--- src/rtl/cfgbus_pkg.sv ---
package cfgbus_pkg;

    typedef enum logic [1:0] {
        S_ASYNC = 2'd0,
        S_ARMED = 2'd1,
        S_QUIET = 2'd2,
        S_SYNC  = 2'd3
    } bus_state_e;

    typedef struct packed {
        logic       addr_off;
        logic [1:0] ivc;
        logic       pd;
    } cfg_fields_t;

    localparam int BIT_ADDR_OFF = 7;
    localparam int BIT_SYNC     = 6;
    localparam int IVC_LSB      = 1;
    localparam int IVC_W        = 2;
    localparam int BIT_PD       = 0;

endpackage

--- src/rtl/cfgbus_decode.sv ---
module cfgbus_decode #(
    parameter int              ADDR_W     = 8,
    parameter int              DATA_W     = 8,
    parameter logic [ADDR_W-1:0] CMD_ADDR = 8'h8F,
    parameter logic [DATA_W-1:0] SWRST_CODE = 8'hA5
) (
    input  logic              cs_n,
    input  logic              wr_en,
    input  logic              cfg_sel,
    input  logic [ADDR_W-1:0] addr,
    input  logic [DATA_W-1:0] wdata,
    input  logic              accept,
    output logic              cfg_wr,
    output logic              swrst,
    output logic              arm_req
);
    import cfgbus_pkg::*;

    logic wr_cycle;

    always_comb begin
        wr_cycle = !cs_n && wr_en && accept;
        cfg_wr   = wr_cycle && cfg_sel;
        swrst    = wr_cycle && !cfg_sel && (addr == CMD_ADDR) && (wdata == SWRST_CODE);
        arm_req  = cfg_wr && wdata[BIT_SYNC];
    end

endmodule

--- src/rtl/cfgbus_fields.sv ---
module cfgbus_fields (
    input  logic                     clk,
    input  logic                     rst_n,
    input  logic                     load,
    input  logic                     clear,
    input  cfgbus_pkg::cfg_fields_t  new_val,
    output cfgbus_pkg::cfg_fields_t  cur_val
);
    import cfgbus_pkg::*;

    always_ff @(posedge clk or negedge rst_n) begin
        if (!rst_n) begin
            cur_val <= '0;
        end else if (clear) begin
            cur_val <= '0;
        end else if (load) begin
            cur_val <= new_val;
        end
    end

endmodule

--- src/rtl/cfgbus_mode_fsm.sv ---
module cfgbus_mode_fsm #(
    parameter int QUIET_CYC = 2
) (
    input  logic clk,
    input  logic rst_n,
    input  logic cs_n,
    input  logic arm_req,
    input  logic swrst,
    output logic sync_mode,
    output logic bus_ready,
    output logic proto_err
);
    import cfgbus_pkg::*;

    localparam int CNT_W = (QUIET_CYC > 1) ? $clog2(QUIET_CYC) : 1;
    localparam logic [CNT_W-1:0] CNT_LAST = CNT_W'(QUIET_CYC - 1);

    bus_state_e       state, state_nx;
    logic [CNT_W-1:0] qcnt, qcnt_nx;

    always_comb begin
        state_nx = state;
        qcnt_nx  = qcnt;
        unique case (state)
            S_ASYNC: begin
                if (arm_req) state_nx = S_ARMED;
            end
            S_ARMED: begin
                if (swrst) begin
                    state_nx = S_ASYNC;
                end else if (cs_n) begin
                    state_nx = S_QUIET;
                    qcnt_nx  = '0;
                end
            end
            S_QUIET: begin
                if (qcnt == CNT_LAST) state_nx = S_SYNC;
                else                  qcnt_nx  = qcnt + 1'b1;
            end
            S_SYNC: begin
                if (swrst) state_nx = S_ASYNC;
            end
            default: state_nx = S_ASYNC;
        endcase
    end

    always_ff @(posedge clk or negedge rst_n) begin
        if (!rst_n) begin
            state <= S_ASYNC;
            qcnt  <= '0;
        end else begin
            state <= state_nx;
            qcnt  <= qcnt_nx;
        end
    end

    always_comb begin
        sync_mode = 1'b0;
        bus_ready = 1'b1;
        unique case (state)
            S_ASYNC: ;
            S_ARMED: ;
            S_QUIET: begin
                sync_mode = 1'b1;
                bus_ready = 1'b0;
            end
            S_SYNC:  sync_mode = 1'b1;
            default: ;
        endcase
    end

    always_ff @(posedge clk or negedge rst_n) begin
        if (!rst_n) proto_err <= 1'b0;
        else        proto_err <= (state == S_QUIET) && !cs_n;
    end

endmodule

--- src/rtl/cfgbus_ctrl.sv ---
module cfgbus_ctrl #(
    parameter int                ADDR_W     = 8,
    parameter int                DATA_W     = 8,
    parameter logic [ADDR_W-1:0] CMD_ADDR   = 8'h8F,
    parameter logic [DATA_W-1:0] SWRST_CODE = 8'hA5,
    parameter int                QUIET_CYC  = 2
) (
    input  logic              clk,
    input  logic              rst_n,
    input  logic              cs_n,
    input  logic              wr_en,
    input  logic              cfg_sel,
    input  logic [ADDR_W-1:0] addr,
    input  logic [DATA_W-1:0] wdata,
    output logic              sync_mode,
    output logic [1:0]        ivc,
    output logic              pwr_down,
    output logic              addr_en,
    output logic              bus_ready,
    output logic              proto_err
);
    import cfgbus_pkg::*;

    logic        cfg_wr, swrst, arm_req;
    logic        ready_int;
    cfg_fields_t fld_new, fld_cur;

    cfgbus_decode #(
        .ADDR_W    (ADDR_W),
        .DATA_W    (DATA_W),
        .CMD_ADDR  (CMD_ADDR),
        .SWRST_CODE(SWRST_CODE)
    ) u_dec (
        .cs_n   (cs_n),
        .wr_en  (wr_en),
        .cfg_sel(cfg_sel),
        .addr   (addr),
        .wdata  (wdata),
        .accept (ready_int),
        .cfg_wr (cfg_wr),
        .swrst  (swrst),
        .arm_req(arm_req)
    );

    always_comb begin
        fld_new.addr_off = wdata[BIT_ADDR_OFF];
        fld_new.ivc      = wdata[IVC_LSB +: IVC_W];
        fld_new.pd       = wdata[BIT_PD];
    end

    cfgbus_fields u_fld (
        .clk    (clk),
        .rst_n  (rst_n),
        .load   (cfg_wr),
        .clear  (swrst),
        .new_val(fld_new),
        .cur_val(fld_cur)
    );

    cfgbus_mode_fsm #(
        .QUIET_CYC(QUIET_CYC)
    ) u_fsm (
        .clk      (clk),
        .rst_n    (rst_n),
        .cs_n     (cs_n),
        .arm_req  (arm_req),
        .swrst    (swrst),
        .sync_mode(sync_mode),
        .bus_ready(ready_int),
        .proto_err(proto_err)
    );

    assign bus_ready = ready_int;
    assign ivc       = fld_cur.ivc;
    assign pwr_down  = fld_cur.pd;
    assign addr_en   = !fld_cur.addr_off;

endmodule

--- config.mk ---
export PLATFORM = sky130hd
export DESIGN_NAME = cfgbus_ctrl
export DESIGN_NICKNAME = d
export VERILOG_FILES = /design/src/rtl/cfgbus_pkg.sv /design/src/rtl/cfgbus_decode.sv /design/src/rtl/cfgbus_fields.sv /design/src/rtl/cfgbus_mode_fsm.sv /design/src/rtl/cfgbus_ctrl.sv
export SDC_FILE = /design/constraint.sdc
export NUM_CORES = 1
export LEC_CHECK = 0
export BUFFER_PORTS_ARGS = -buffer_cell sky130_fd_sc_hd__buf_4
export CORE_MARGIN = 8
export CORE_UTILIZATION = 36
export CTS_CLUSTER_SIZE = 25
export DETAILED_ROUTE_END_ITERATION = 7
export PLACE_DENSITY = 0.77
export REMOVE_ABC_BUFFERS = 1
export SYNTH_ARGS = -nofsm -noshare
export SYNTH_HDL_FRONTEND = slang
export SYNTH_SLANG_ARGS = --single-unit
--- constraint.sdc ---
create_clock -name clk -period 1.1 [get_ports clk]
set_input_delay 0.165 -clock clk [delete_from_list [all_inputs] [get_ports clk]]
set_output_delay 0.165 -clock clk [all_outputs]
set_load 0.03 [all_outputs]
**Word-level counts from Yosys, hierarchy flattened**

Index checks and enable logic that the tools add are counted.

- Input bits: 21
- Word-level logic and storage cells: 49
- Output and inout port bits: 7
- Register bits: 8

- Reduce and logical (&&, ||, !) cells: 17
- $add $sub $neg: 1
- Multiplexer cells: 14
- Equality and inequality tests: 11

Operators by type and width:

| operator | count |
|---|---|
| $eq A8 B8 Y1 const B | 2 |
| $mux W2 | 5 |
| $logic_and A1 B1 Y1 | 8 |
| $mux W4 | 2 |
| $ne A2 B2 Y1 const B | 4 |
| $pmux W2 S4 | 1 |
| $mux W1 | 5 |
| $eq A2 B2 Y1 const B | 2 |
| $reduce_and A4 Y1 | 1 |
| $reduce_bool A2 Y1 | 2 |
| $logic_not A1 Y1 | 3 |
| $ne A3 B3 Y1 const B | 1 |
| $reduce_and A3 Y1 | 1 |
| $eq A2 B1 Y1 const B | 1 |
| $logic_not A2 Y1 | 1 |
| $ne A2 B1 Y1 const B | 1 |
| $pmux W1 S2 | 1 |
| $reduce_or A2 Y1 | 1 |
| $add A1 B1 Y1 const B | 1 |

**Depth between registers and ports, before layout**

- Depth in word-level cells: 8
- Gate-level depth with buffers: 4
- Gate-level depth less buffers: 4

**By module**

A second synthesis with hierarchy kept.

- Cell total of the unflattened synthesis: 41
- Area total of the unflattened synthesis: 425.4 µm²

Modules (own cells, without submodules):

| module | cells an instance | instances | sequential area each (µm²) | area an instance (µm²) |
|---|---|---|---|---|
| cfgbus_mode_fsm | 17 | 1 | 100.1 | 177.7 |
| cfgbus_fields | 13 | 1 | 100.1 | 160.2 |
| cfgbus_decode | 10 | 1 | 0.0 | 83.8 |
| cfgbus_ctrl | 1 | 1 | 0.0 | 3.8 |

**Worst setup path before layout**

No wires, ideal clock.

- Path kind: reg2reg
- Start point: register u_fsm.state[0]
- End point: register (tool-made name)
- Arrival time: 1.045 ns
- Required time: 0.975 ns
- Path slack: -0.070 ns
- Cell stages (with the launch flop): 5
- Path buffers: 0
- Library setup time: 0.125 ns
- Clock period less this slack: 1.170 ns
- Cell sequence: dfrtp_1 > nand2b_4 > nand3_4 > nor3_4 > a21oi_2

RTL lines:

| item | line | RTL |
|---|---|---|
| start: declaration | cfgbus_mode_fsm.sv:18 | `bus_state_e state, state_nx;` |
| start signal: assignment | cfgbus_mode_fsm.sv:52 | `state <= state_nx;` |

==> flow_summary.json <==
{
  "die_h_um": 52.15,
  "worstSetupPathType": "reg2reg",
  "critPathMaxFanout": 5,
  "num_vias": 465,
  "drtIter0Drc": 7,
  "fin_skew_ps": 6.045,
  "worst_slew_pin_slew_ps": 264.7,
  "detail-route-antenna-nets": 0,
  "port_buffers": 27,
  "yosys.area.top_type": "dfrtp_1",
  "dieWidth_um": 52.15,
  "dpl.cell_count": 89,
  "io-pin-count": 28,
  "layout_common_cells": "33 x buf_4, 8 x dfrtp_1, 7 x nor2_1",
  "setup_viol_count_final": 8,
  "run_status": "finished with violations",
  "period_needed_ps": 1123,
  "drc": 0,
  "clock-root-buffer": "clkbuf_4",
  "gp_congestion": 0.7978,
  "regArea_sq_um": 200.2,
  "ys_types": 22,
  "syn-cell-area_sq_um": 470.5,
  "max_clock_freq_mhz": 890.3,
  "finalWirelength_um": 1284,
  "dieArea_sq_um": 2720,
  "wl_per_cell_um": 13.52,
  "synth.area.top_cells": "dfrtp_1 43%, mux2i_1 8.5%, nor2_1 5.6%",
  "vias_per_cell": 4.895,
  "yosysWarnings": 0,
  "clock_latency_ps": 260,
  "rsz0062_at_grt": "yes",
  "grt_pass1_vias": 537,
  "clk_pin_slew_worst_paths_ps": 50,
  "insertedDiodeCount": 0,
  "endpoint_kind": "flip-flop",
  "cts_sinks": 8,
  "grt_util_met3_pct": 5.413,
  "cts_buffers": 3,
  "crit_chain": "nand2b_4 > nand3_4 > nor3_4 > nor2_1",
  "syn_avg_cell_area_sq_um": 10.94,
  "rows": 13,
  "grt_max_degree": 9,
  "p_per_area_nw_per_um2": 1116,
  "antenna_found_initial": 0,
  "drt-pass1-iter-count": 4,
  "top_usage_layer": "met2",
  "p_total_uw": 875.1,
  "yosys_register_bits": 8,
  "dpl.hpwl_um": 1062,
  "violations": "setup timing",
  "netlist.area_leader.share_pct": 42.55,
  "fin_crit_sh_pct": 102.1,
  "stdcell_count": 95,
  "grt-ovfl-total": 0,
  "slowest_delay_ps": 430,
  "cts_tree": "yes",
  "multiInputGateArea_sq_um": 247.7,
  "coreArea_sq_um": 1252,
  "drv_cap": 0,
  "worstPathArrival_ps": 1250,
  "drv_slew": 0,
  "start_util_pct": 37.56,
  "p_leak_uw": 0.0004042,
  "seq_area_frac_synth_pct": 42.55,
  "peakVddDrop_mv": 0.7449,
  "hold_path.class": "in2reg",
  "grt_pass1_wl_um": 2111,
  "drive_gt1_share_pct": 60.00,
  "grt_util_met2_pct": 19.40,
  "htreeDepth": 1,
  "layout_setup_ws_ps": -23.20,
  "syn_to_final_growth_pct": 66.76,
  "hold_violations": 0,
  "grt_util_met1_pct": 8.609,
  "synthCells": 43,
  "critical-path-slowest-cell": "dfrtp_1",
  "n_fill_cell": 112,
  "clock_path_buffers": 2,
  "required_ps": 1230,
  "final_nets": 103,
  "layout_commonest_cell": "buf_4",
  "gr-usage-all-layers_pct": 10.55,
  "slew_headroom_pct": 82.30,
  "cp-start-kind": "flip-flop"
}
path summary, 6_finish.rpt:
check | cells past startpoint | slack (ps) | start | endpoint
worst max-delay path | 4 | -20 | flip-flop | u_fld.cur_val[1]$_DFFE_PN0P_
worst min-delay path | 3 | 170 | cs_n | u_fsm.proto_err$_DFF_PN0_
worst max register to register | 4 | -20 | flip-flop | u_fld.cur_val[1]$_DFFE_PN0P_
worst min register to register | 2 | 530 | u_fld.cur_val[2]$_DFFE_PN0P_ | u_fld.cur_val[2]$_DFFE_PN0P_
max in group asynchronous | 2 | 710 | rst_n | u_fld.cur_val[0]$_DFFE_PN0P_
min in group asynchronous | 2 | 250 | rst_n | u_fsm.state[0]$_DFFE_PN0P_
layer usage:
metal	part of all wire [%]	up-vias	wire length, um
met2	59	15	753
li1	-	227	-
met4	2.1	0	27
met1	32	221	409
met3	7.2	2	93
met5	0	-	0
power by group:
group / internal, uW / leakage, uW / switching (uW)
Clock: 125 / 0.0000138 / 97.9
Combinational: 137 / 0.000301 / 140
Sequential: 346 / 0.0000892 / 30.4
worst max-delay path, delay by kind of cell (launching register included):
family | cells | cell delay, ps
flops | 1 | 430
simple gates | 4 | 570
synth_stat cells:
| master | count |
|---|---|
| dfrtp_1 | 8 |
| and4bb_2 | 1 |
| a21oi_2 | 1 |
| clkbuf_1 | 1 |
| a21oi_1 | 3 |
| nor3b_2 | 1 |
| inv_1 | 1 |
| nand3_4 | 1 |
| buf_4 | 2 |
| mux2i_1 | 4 |
| nand2_1 | 2 |
| nor4b_2 | 1 |
| a221oi_1 | 1 |
| nor2_1 | 7 |
| o31ai_1 | 1 |
| and2b_1 | 1 |
| nand2b_4 | 1 |
| nor2b_1 | 1 |
| nand3_2 | 2 |
| nand2b_1 | 1 |
| nand4_1 | 1 |
| nor3_4 | 1 |
final cells by class:
type	count	area share, %
Timing Repair Buffer	37	37.16
Multi-Input combinational cell	31	31.58
Sequential cell	8	25.52
Clock buffer	3	2.871
Tap cell	15	2.392
Inverter	1	0.4785
timing repair:
item	CTS	global route
buffers inserted	2	0
resized for setup	3	0
hold endpoints to repair	8	0
hold buffers	1	0
setup endpoints to repair	8	8
pin swaps	4	3
cell families (layout without fill, tap and decap cells):
group | Yosys count | in the layout | synth area share [%]
flops | 8 | 8 | 42.55
buf+inv | 4 | 41 | 4.785
simple gates | 21 | 21 | 35.64
compound gates | 6 | 6 | 8.511
mux | 4 | 4 | 8.511
stage by stage:
| step | util, % | area, sq um | setup TNS (ps) | hold slack (ps) | setup slack (ps) |
|---|---|---|---|---|---|
| after floorplan | - | 451.7 | -1208 | -130.6 | -208.8 |
| after global placement | 57.94 | 725.7 | -639.4 | -9.977 | -120.8 |
| after detailed placement | 57.94 | 725.7 | -728.0 | -9.361 | -126.0 |
| after CTS | 62.64 | 784.5 | -177.4 | 159.8 | -33.95 |
| after global routing | 62.64 | 784.5 | -662.6 | 169.3 | -111.1 |
| final | 62.64 | 784.5 | -157.3 | 166.0 | -23.20 |
No activity file was read; power rests on OpenSTA's default activity.
